### src/rtl/pdr_pkg.sv
package pdr_pkg;

   typedef enum logic [1:0] {
      PDR_INIT  = 2'd0,
      PDR_RUN   = 2'd1,
      PDR_PDOWN = 2'd2
   } pdr_state_e;

endpackage

### src/rtl/pdr_sync.sv
module pdr_sync #(
   parameter int unsigned STAGES = 2
) (
   input  logic clk,
   input  logic rst_n,
   input  logic d,
   output logic q
);
   generate
      if (STAGES == 0) begin : g_bypass
         assign q = d;
      end else if (STAGES == 1) begin : g_one
         logic sr;
         always_ff @(posedge clk or negedge rst_n) begin
            if (!rst_n) sr <= 1'b0;
            else        sr <= d;
         end
         assign q = sr;
      end else begin : g_chain
         logic [STAGES-1:0] sr;
         always_ff @(posedge clk or negedge rst_n) begin
            if (!rst_n) sr <= '0;
            else        sr <= {sr[STAGES-2:0], d};
         end
         assign q = sr[STAGES-1];
      end
   endgenerate
endmodule

### src/rtl/pdr_pulse_filter.sv
module pdr_pulse_filter #(
   parameter int unsigned MIN_PULSE = 4
) (
   input  logic clk,
   input  logic rst_n,
   input  logic lvl,
   output logic pd_req
);
   generate
      if (MIN_PULSE <= 1) begin : g_direct
         assign pd_req = lvl;
      end else begin : g_count
         localparam int unsigned LIM = MIN_PULSE - 1;
         localparam int unsigned CW  = $clog2(MIN_PULSE);
         logic [CW-1:0] cnt;
         always_ff @(posedge clk or negedge rst_n) begin
            if (!rst_n)                  cnt <= '0;
            else if (!lvl)               cnt <= '0;
            else if (cnt != CW'(LIM))    cnt <= cnt + 1'b1;
         end
         assign pd_req = lvl && (cnt == CW'(LIM));
      end
   endgenerate
endmodule

### src/rtl/pdr_fsm.sv
module pdr_fsm
   import pdr_pkg::*;
#(
   parameter int unsigned INIT_DELAY = 1000
) (
   input  logic       clk,
   input  logic       rst_n,
   input  logic       pd_req,
   output pdr_state_e state,
   output logic       init_done
);
   localparam int unsigned TW   = (INIT_DELAY > 1) ? $clog2(INIT_DELAY) : 1;
   localparam int unsigned LAST = INIT_DELAY - 1;

   pdr_state_e    nxt;
   logic [TW-1:0] tmr;

   assign init_done = (state == PDR_INIT) && (tmr == TW'(LAST));

   always_comb begin
      nxt = state;
      unique case (state)
         PDR_INIT:  if (init_done) nxt = pd_req ? PDR_PDOWN : PDR_RUN;
         PDR_RUN:   if (pd_req)    nxt = PDR_PDOWN;
         PDR_PDOWN: if (!pd_req)   nxt = PDR_INIT;
         default:                  nxt = PDR_INIT;
      endcase
   end

   always_ff @(posedge clk or negedge rst_n) begin
      if (!rst_n) begin
         state <= PDR_INIT;
         tmr   <= '0;
      end else begin
         state <= nxt;
         if (state != PDR_INIT || init_done) tmr <= '0;
         else                                tmr <= tmr + 1'b1;
      end
   end
endmodule

### src/rtl/pdr_done_acct.sv
module pdr_done_acct #(
   parameter int unsigned PEND_MAX = 2,
   localparam int unsigned PW = $clog2(PEND_MAX + 1)
) (
   input  logic          clk,
   input  logic          rst_n,
   input  logic          inc,
   input  logic          clr,
   output logic [PW-1:0] pend,
   output logic          flag
);
   logic [PW:0] sum;

   always_comb begin
      sum = {1'b0, pend} + (PW+1)'(inc);
      if (clr && sum != '0)         sum = sum - 1'b1;
      if (sum > (PW+1)'(PEND_MAX))  sum = (PW+1)'(PEND_MAX);
   end

   always_ff @(posedge clk or negedge rst_n) begin
      if (!rst_n) pend <= '0;
      else        pend <= sum[PW-1:0];
   end

   assign flag = (pend != '0);
endmodule

### src/rtl/pwrdn_rst_seq.sv
module pwrdn_rst_seq
   import pdr_pkg::*;
#(
   parameter int unsigned SYNC_STAGES = 2,
   parameter int unsigned MIN_PULSE   = 4,
   parameter int unsigned INIT_DELAY  = 1000,
   parameter int unsigned PEND_MAX    = 2
) (
   input  logic clk,
   input  logic supply_ok,
   input  logic pdrst_in,
   input  logic lowp_fault,
   input  logic done_clr,
   output logic mod_en,
   output logic bias_en,
   output logic lowp_fault_q,
   output logic done_flag,
   output logic irq
);
   localparam int unsigned PW = $clog2(PEND_MAX + 1);

   generate
      if (MIN_PULSE < 1) begin : g_bad_pulse
         $error("MIN_PULSE must be at least 1");
      end
      if (INIT_DELAY < 1) begin : g_bad_delay
         $error("INIT_DELAY must be at least 1");
      end
      if (PEND_MAX < 1) begin : g_bad_pend
         $error("PEND_MAX must be at least 1");
      end
   endgenerate

   logic          pin_s;
   logic          pd_req;
   pdr_state_e    state;
   logic          init_done;
   logic [PW-1:0] pend;
   logic          running;
   logic          blank;

   pdr_sync #(.STAGES(SYNC_STAGES)) u_sync (
      .clk(clk), .rst_n(supply_ok), .d(pdrst_in), .q(pin_s)
   );

   pdr_pulse_filter #(.MIN_PULSE(MIN_PULSE)) u_filt (
      .clk(clk), .rst_n(supply_ok), .lvl(pin_s), .pd_req(pd_req)
   );

   pdr_fsm #(.INIT_DELAY(INIT_DELAY)) u_fsm (
      .clk(clk), .rst_n(supply_ok), .pd_req(pd_req),
      .state(state), .init_done(init_done)
   );

   pdr_done_acct #(.PEND_MAX(PEND_MAX)) u_acct (
      .clk(clk), .rst_n(supply_ok), .inc(init_done), .clr(done_clr),
      .pend(pend), .flag(done_flag)
   );

   assign running      = (state == PDR_RUN);
   assign blank        = !running || pin_s;
   assign mod_en       = running;
   assign bias_en      = running;
   assign lowp_fault_q = lowp_fault && !blank;
   assign irq          = done_flag && (state != PDR_PDOWN) && !pin_s;
endmodule

### config.mk
export PLATFORM = sky130hd
export DESIGN_NAME = pwrdn_rst_seq
export DESIGN_NICKNAME = d
export VERILOG_FILES = /design/src/rtl/pdr_pkg.sv /design/src/rtl/pdr_sync.sv /design/src/rtl/pdr_pulse_filter.sv /design/src/rtl/pdr_fsm.sv /design/src/rtl/pdr_done_acct.sv /design/src/rtl/pwrdn_rst_seq.sv
export SDC_FILE = /design/constraint.sdc
export NUM_CORES = 1
export LEC_CHECK = 0
export CAP_MARGIN = 5
export CORE_MARGIN = 2
export CORE_UTILIZATION = 52
export CTS_CLUSTER_DIAMETER = 80
export DETAILED_ROUTE_END_ITERATION = 8
export PLACE_DENSITY = 0.74
export SLEW_MARGIN = 20
export SYNTH_ARGS = -nofsm -noshare
export SYNTH_HDL_FRONTEND = slang
export SYNTH_SLANG_ARGS = --single-unit
### constraint.sdc
create_clock -name clk -period 2.8 [get_ports clk]
set_input_delay 0.28 -clock clk [delete_from_list [all_inputs] [get_ports clk]]
set_output_delay 0.28 -clock clk [all_outputs]
set_load 0.005 [all_outputs]
## Word level (Yosys, flattened, before mapping)

Cells that the tools add are included.

| cells by class | value |
|---|---|
| equal/unequal tests | 10 |
| add/subtract/negate cells | 4 |
| reductions and logical operators | 16 |
| magnitude comparators | 1 |
| muxes and demuxes | 10 |

Operator list:

| cell | number |
|---|---|
| 2-bit 2-to-1 mux | 7 |
| 10-bit by 1-bit adder with 10-bit output (second input constant) | 1 |
| 10-bit == test (second input constant) | 1 |
| 10-bit 2-to-1 mux | 1 |
| 1-bit logical AND | 6 |
| 2-bit by 1-bit != test with 1-bit output (second input constant) | 3 |
| 2-bit != test (second input constant) | 3 |
| 2-bit one-hot mux with 3 select lines | 1 |
| 2-bit == test (second input constant) | 2 |
| 2-bit nonzero test | 2 |
| 2-bit by 1-bit adder with 3-bit output | 1 |
| 3-bit by 2-bit greater-than comparator with 1-bit output (second input constant) | 1 |
| 1-bit zero test | 3 |
| 3-bit 2-to-1 mux | 1 |
| 3-bit AND reduction | 1 |
| 3-bit nonzero test | 1 |
| 3-bit by 1-bit subtractor with 3-bit output (second input constant) | 1 |
| 2-bit by 1-bit adder with 2-bit output (second input constant) | 1 |
| 2-bit by 1-bit == test with 1-bit output (second input constant) | 1 |
| 2-bit zero test | 1 |
| 1-bit logical OR | 2 |

| word-level totals | value |
|---|---|
| flip-flop bits (word level) | 18 |
| output and inout bits | 5 |

## Depth between registers and ports, before layout

| logic depth | value |
|---|---|
| depth after elaboration | 8 |
| mapped depth | 13 |
| gate-level depth less buffers | 13 |

## Modules after synthesis

A second synthesis with hierarchy kept.

| unflattened totals | value |
|---|---|
| cell total of the unflattened synthesis | 91 |
| area total of the unflattened synthesis | 953.4 um2 |

Modules (own cells, without submodules):

| module | cells each | area each (um2) | instances |
|---|---|---|---|
| pdr_fsm | 60 | 593.1 | 1 |
| pdr_done_acct | 16 | 160.2 | 1 |
| pdr_pulse_filter | 8 | 101.3 | 1 |
| pdr_sync | 2 | 50.0 | 1 |
| pwrdn_rst_seq | 5 | 48.8 | 1 |

## Worst setup path after synthesis

No wires, ideal clock.

| path | value |
|---|---|
| kind | register -> register |
| from | register u_fsm.tmr[0] |
| to | register u_acct.pend[0] |
| setup time | 126 ps |
| period minus slack after synthesis | 2289 ps |
| required time | 2674 ps |
| path buffers | 0 |
| slack | 511 ps |
| cell stages (with the launch flop) | 14 |
| arrival | 2162 ps |
| cells stage by stage | dfrtp_1 -> ha_1 -> and4bb_4 -> nand2_1 -> nor3_1 -> ha_1 -> ha_1 -> inv_1 -> ha_1 -> ha_1 -> nor2b_1 -> nor3_1 -> nand2_1 -> o21ai_0 |

| on the way | value |
|---|---|
| longest elaborated chain between the ends | 8 |
| elaborated cells between the ends (all ways) | 9 |
| those cells by class | add/sub: 2; order compare: 1; eq/ne: 1; mux: 2; reduce/logical: 3 |

Ends and longest elaborated chain:

| what | line | RTL |
|---|---|---|
| start: declaration | pdr_fsm.sv:16 | `logic [TW-1:0] tmr;` |
| start signal: assignment | pdr_fsm.sv:37 | `else tmr <= tmr + 1'b1;` |
| 10-bit == test * | pdr_fsm.sv:18 | `assign init_done = (state == PDR_INIT) && (tmr == TW'(LAST));` |
| 1-bit logical AND * | pdr_fsm.sv:18 |  |
| 2-bit by 1-bit adder with 3-bit output * | pdr_done_acct.sv:15 | `sum = {1'b0, pend} + (PW+1)'(inc);` |
| branches (longest 2 deep; another with 3-bit by 1-bit subtractor with 3-bit output) | n/a |  |
| 3-bit 2-to-1 mux * | pdr_done_acct.sv:16 | `if (clr && sum != '0) sum = sum - 1'b1;` |
| 3-bit by 2-bit greater-than comparator with 1-bit output | pdr_done_acct.sv:17 | `if (sum > (PW+1)'(PEND_MAX)) sum = (PW+1)'(PEND_MAX);` |
| 2-bit 2-to-1 mux * | pdr_done_acct.sv:17 |  |
| named net u_acct.sum[0] | pdr_done_acct.sv:12 | `logic [PW:0] sum;` |
| end signal: assignment | pdr_done_acct.sv:22 | `else pend <= sum[PW-1:0];` |
| end: declaration | pdr_done_acct.sv:9 | `output logic [PW-1:0] pend,` |

Mark *: on every way through the listed nets, which the timed path passes.
A chain may end at the register's enable or synchronous reset.

## Worst setup path in the final report

Ends and elaborated chain as after synthesis.

==> impl_metrics.env <==
export IMPL_cp_slowest_stage_delay_ns=0.41
export IMPL_endpoint_kind="register"
export IMPL_grt_max_degree=19
export IMPL_grt_pass1_wl_mm=2.90
export IMPL_multi_input_area_um2=447
export IMPL_setup_viol=0
export IMPL_slowest_stage="dfrtp_1"
export IMPL_via_per_inst=5.40
export IMPL_io_buffers=9
export IMPL_drc=0
export IMPL_fin_nets=113
export IMPL_gp_congestion=0.847
export IMPL_cts_setup_buffers=0
export IMPL_seq_area_frac_synth=0.486
export IMPL_power_mw=0.577
export IMPL_reg2reg_from="u_fsm.tmr[0]$_DFF_PN0_"
export IMPL_dieWidth_um=46.2
export IMPL_power_leakage_nw=0.462
export IMPL_swShare=0.262
export IMPL_dr_pass1_iters=4
export IMPL_async_flop_share=1.00
export IMPL_synth_edff_count=0
export IMPL_register_area_um2=450
export IMPL_crit_chain="ha_1, and4bb_4, nand2_1, nor3_1, ha_1, ha_1, inv_1, ha_1, ha_1, nor2b_1, nor3_1, nand2_1, o21ai_0"
export IMPL_hold_class="register to register"
export IMPL_syn_area_um2=927
export IMPL_htreeDepth=1
export IMPL_worst_pin_slew_ns=0.791
export IMPL_cts_tree="yes"
export IMPL_internal_power_mw=0.426
export IMPL_vias=681
export IMPL_seqPwrFrac=0.502
export IMPL_fin_crit_sh=0.902
export IMPL_p_per_area_nw_per_um2=537
export IMPL_comb_power_share=0.219
export IMPL_drtAntennaViolNets=0
export IMPL_drt_total_wl_mm=1.60
export IMPL_core_area_um2=1710
export IMPL_min_period_ns=2.53
export IMPL_cts_hold_buf=0
export IMPL_rsz0062_at_grt="false"
export IMPL_max_slew_margin=0.471
export IMPL_die_y_um=46.2
export IMPL_rows=15
export IMPL_insertion_delay_ns=0.29
export IMPL_die_area_um2=2140
export IMPL_layout_drive_gt1_share=0.0990
export IMPL_grt_overflow=0
export IMPL_startpoint="u_fsm.tmr[0]$_DFF_PN0_"
export IMPL_start_util=0.543
export IMPL_synth_seq_cells=18
export IMPL_grt_util_all_layers=0.193
export IMPL_cp_max_fo=4
export IMPL_areaGrowthSynthToFinish_pct=15.8
export IMPL_required_ns=2.98
export IMPL_post_drt_wl_per_cell_um=12.7
export IMPL_synth_distinct_cells=29
export IMPL_first_global_vias=686
export IMPL_ys_flop_type="dfrtp_1"
export IMPL_ctsResizeCount=0
export IMPL_place_hpwl_mm=1.20
export IMPL_arrival_ns=2.71
export IMPL_syn_num_nets=101
export IMPL_n_antenna_cell=0
export IMPL_yosys_warnings=0
export IMPL_p_clk_frac=0.278
export IMPL_power_switching_mw=0.151
export IMPL_skew_ns=0.00218
export IMPL_cts_sinks=18
export IMPL_max_freq_ghz=0.396
export IMPL_io_pins=10
export IMPL_vdd_drop_max_mv=0.387
export IMPL_status="completed"
export IMPL_drv_cap=0
export IMPL_postSynthAreaPerCell_um2=10.3
export IMPL_slew_violations=0
export IMPL_path_common_cell="ha_1"
export IMPL_cts_buffer_depth=2
export IMPL_setup_tns_ns=0
export IMPL_root_buffer="clkbuf_4"
export IMPL_start_kind="register"
export IMPL_fill_cells=144
export IMPL_layout_commonest_cell="dfrtp_1"
export IMPL_finalHoldViolCount=0
export IMPL_antenna_found_initial=0
export IMPL_path_class="register to register"
export IMPL_holdCritStartpoint="u_sync.g_chain.sr[0]$_DFF_PN0_"
export IMPL_final_cell_mix="18 x dfrtp_1, 10 x nor2_1, 9 x clkdlybuf4s50_1"
export IMPL_syn_inst=90
export IMPL_detail_route_iter0_violations=12
export IMPL_path_clk_slew_ns=0.10
export IMPL_cts_buffers=3
cell type report:
cell class              instances  area share
flip-flops and latches         18       0.420
clock buffers                   4      0.0338
multi-input cells              65       0.416
inverters                       5      0.0175
repair buffers                  9      0.0839
well taps                      25      0.0291
final timing paths:
| kind | to | slack, ns | depth (start not counted) |
|---|---|---|---|
| worst max-delay path | u_acct.pend[0]$_DFF_PN0_ | 0.27 | 13 |
| worst min-delay path | u_sync.g_chain.sr[1]$_DFF_PN0_ | 0.36 | 0 |
| worst max register to register | u_acct.pend[0]$_DFF_PN0_ | 0.27 | 13 |
| worst min register to register | u_sync.g_chain.sr[1]$_DFF_PN0_ | 0.36 | 0 |
| max in group asynchronous | u_fsm.tmr[6]$_DFF_PN0_ | 1.87 | 1 |
| min in group asynchronous | u_filt.g_count.cnt[0]$_DFFE_PN0N_ | 0.44 | 1 |
synth_stat cells, types with 2 or more instances:
cell / n / share of area
or2_2: 2 / 0.013
xnor2_1: 4 / 0.038
ha_1: 6 / 0.081
and3_1: 2 / 0.013
and4_1: 2 / 0.019
nor2_1: 10 / 0.040
o21ai_0: 2 / 0.011
nand2_1: 6 / 0.024
xor2_1: 2 / 0.019
nand3_1: 6 / 0.032
nor3_1: 3 / 0.016
nor2b_1: 3 / 0.020
nand4_1: 2 / 0.013
inv_1: 5 / 0.020
a31oi_1: 3 / 0.020
dfrtp_1: 18 / 0.49
or3_1: 2 / 0.013
critical path: cells and delay by family (launching register included):
| kind | cells | cell delay [ns] |
|---|---|---|
| AOI/OAI and AO/OA | 1 | 0.07 |
| adders and majority gates | 5 | 0.97 |
| buffers and inverters | 1 | 0.05 |
| DFF | 1 | 0.41 |
| and+or+nand+nor | 6 | 0.92 |
cells by family (layout without fill, tap and decap cells):
group           after synthesis  after routing  share of synthesized area
compound gates                8              8                     0.0675
xor+xnor                      6              6                     0.0567
fa+ha+maj                     6              6                     0.0810
buf+inv                       7             18                     0.0324
flops                        18             18                      0.486
mux                           1              1                     0.0108
simple gates                 44             44                      0.266
stage by stage:
step                utilization  worst slack, ns  cell area (µm²)  hold WS, ns  std cells
floorplan                     -            0.511              927      -0.0156         90
global placement          0.607            0.411             1040        0.334        122
detailed placement        0.607            0.299             1040        0.346        122
CTS                       0.629            0.285             1070        0.370        126
global route              0.629           0.0665             1070        0.381        126
finish                    0.629            0.275             1070        0.363        126
state kept, by name, summed over array words and instances, names as in the netlist:
signal and cells:
u_acct.pend 2, u_fsm.tmr 10, u_sync.g_chain.sr 2, u_filt.g_count.cnt 2, u_fsm.state 2
power groups by stage:
| stage | combinational, mW | sequential, mW | clock (mW) |
|---|---|---|---|
| 2_1_floorplan | 0.0786 | 0.292 | 0 |
| 3_3_place_gp | 0.118 | 0.294 | 0 |
| 3_5_place_dp | 0.129 | 0.295 | 0 |
| 4_1_cts | 0.129 | 0.290 | 0.164 |
| 5_1_grt | 0.148 | 0.294 | 0.181 |
| 6_report | 0.127 | 0.290 | 0.160 |
routing by layer:
metal,track usage,wire length [µm]
met4,0.0857,31
met2,0.325,797
met3,0.0353,40
met1,0.239,732
met5,0,0
Note: power is estimated with default switching activity, not from simulation.
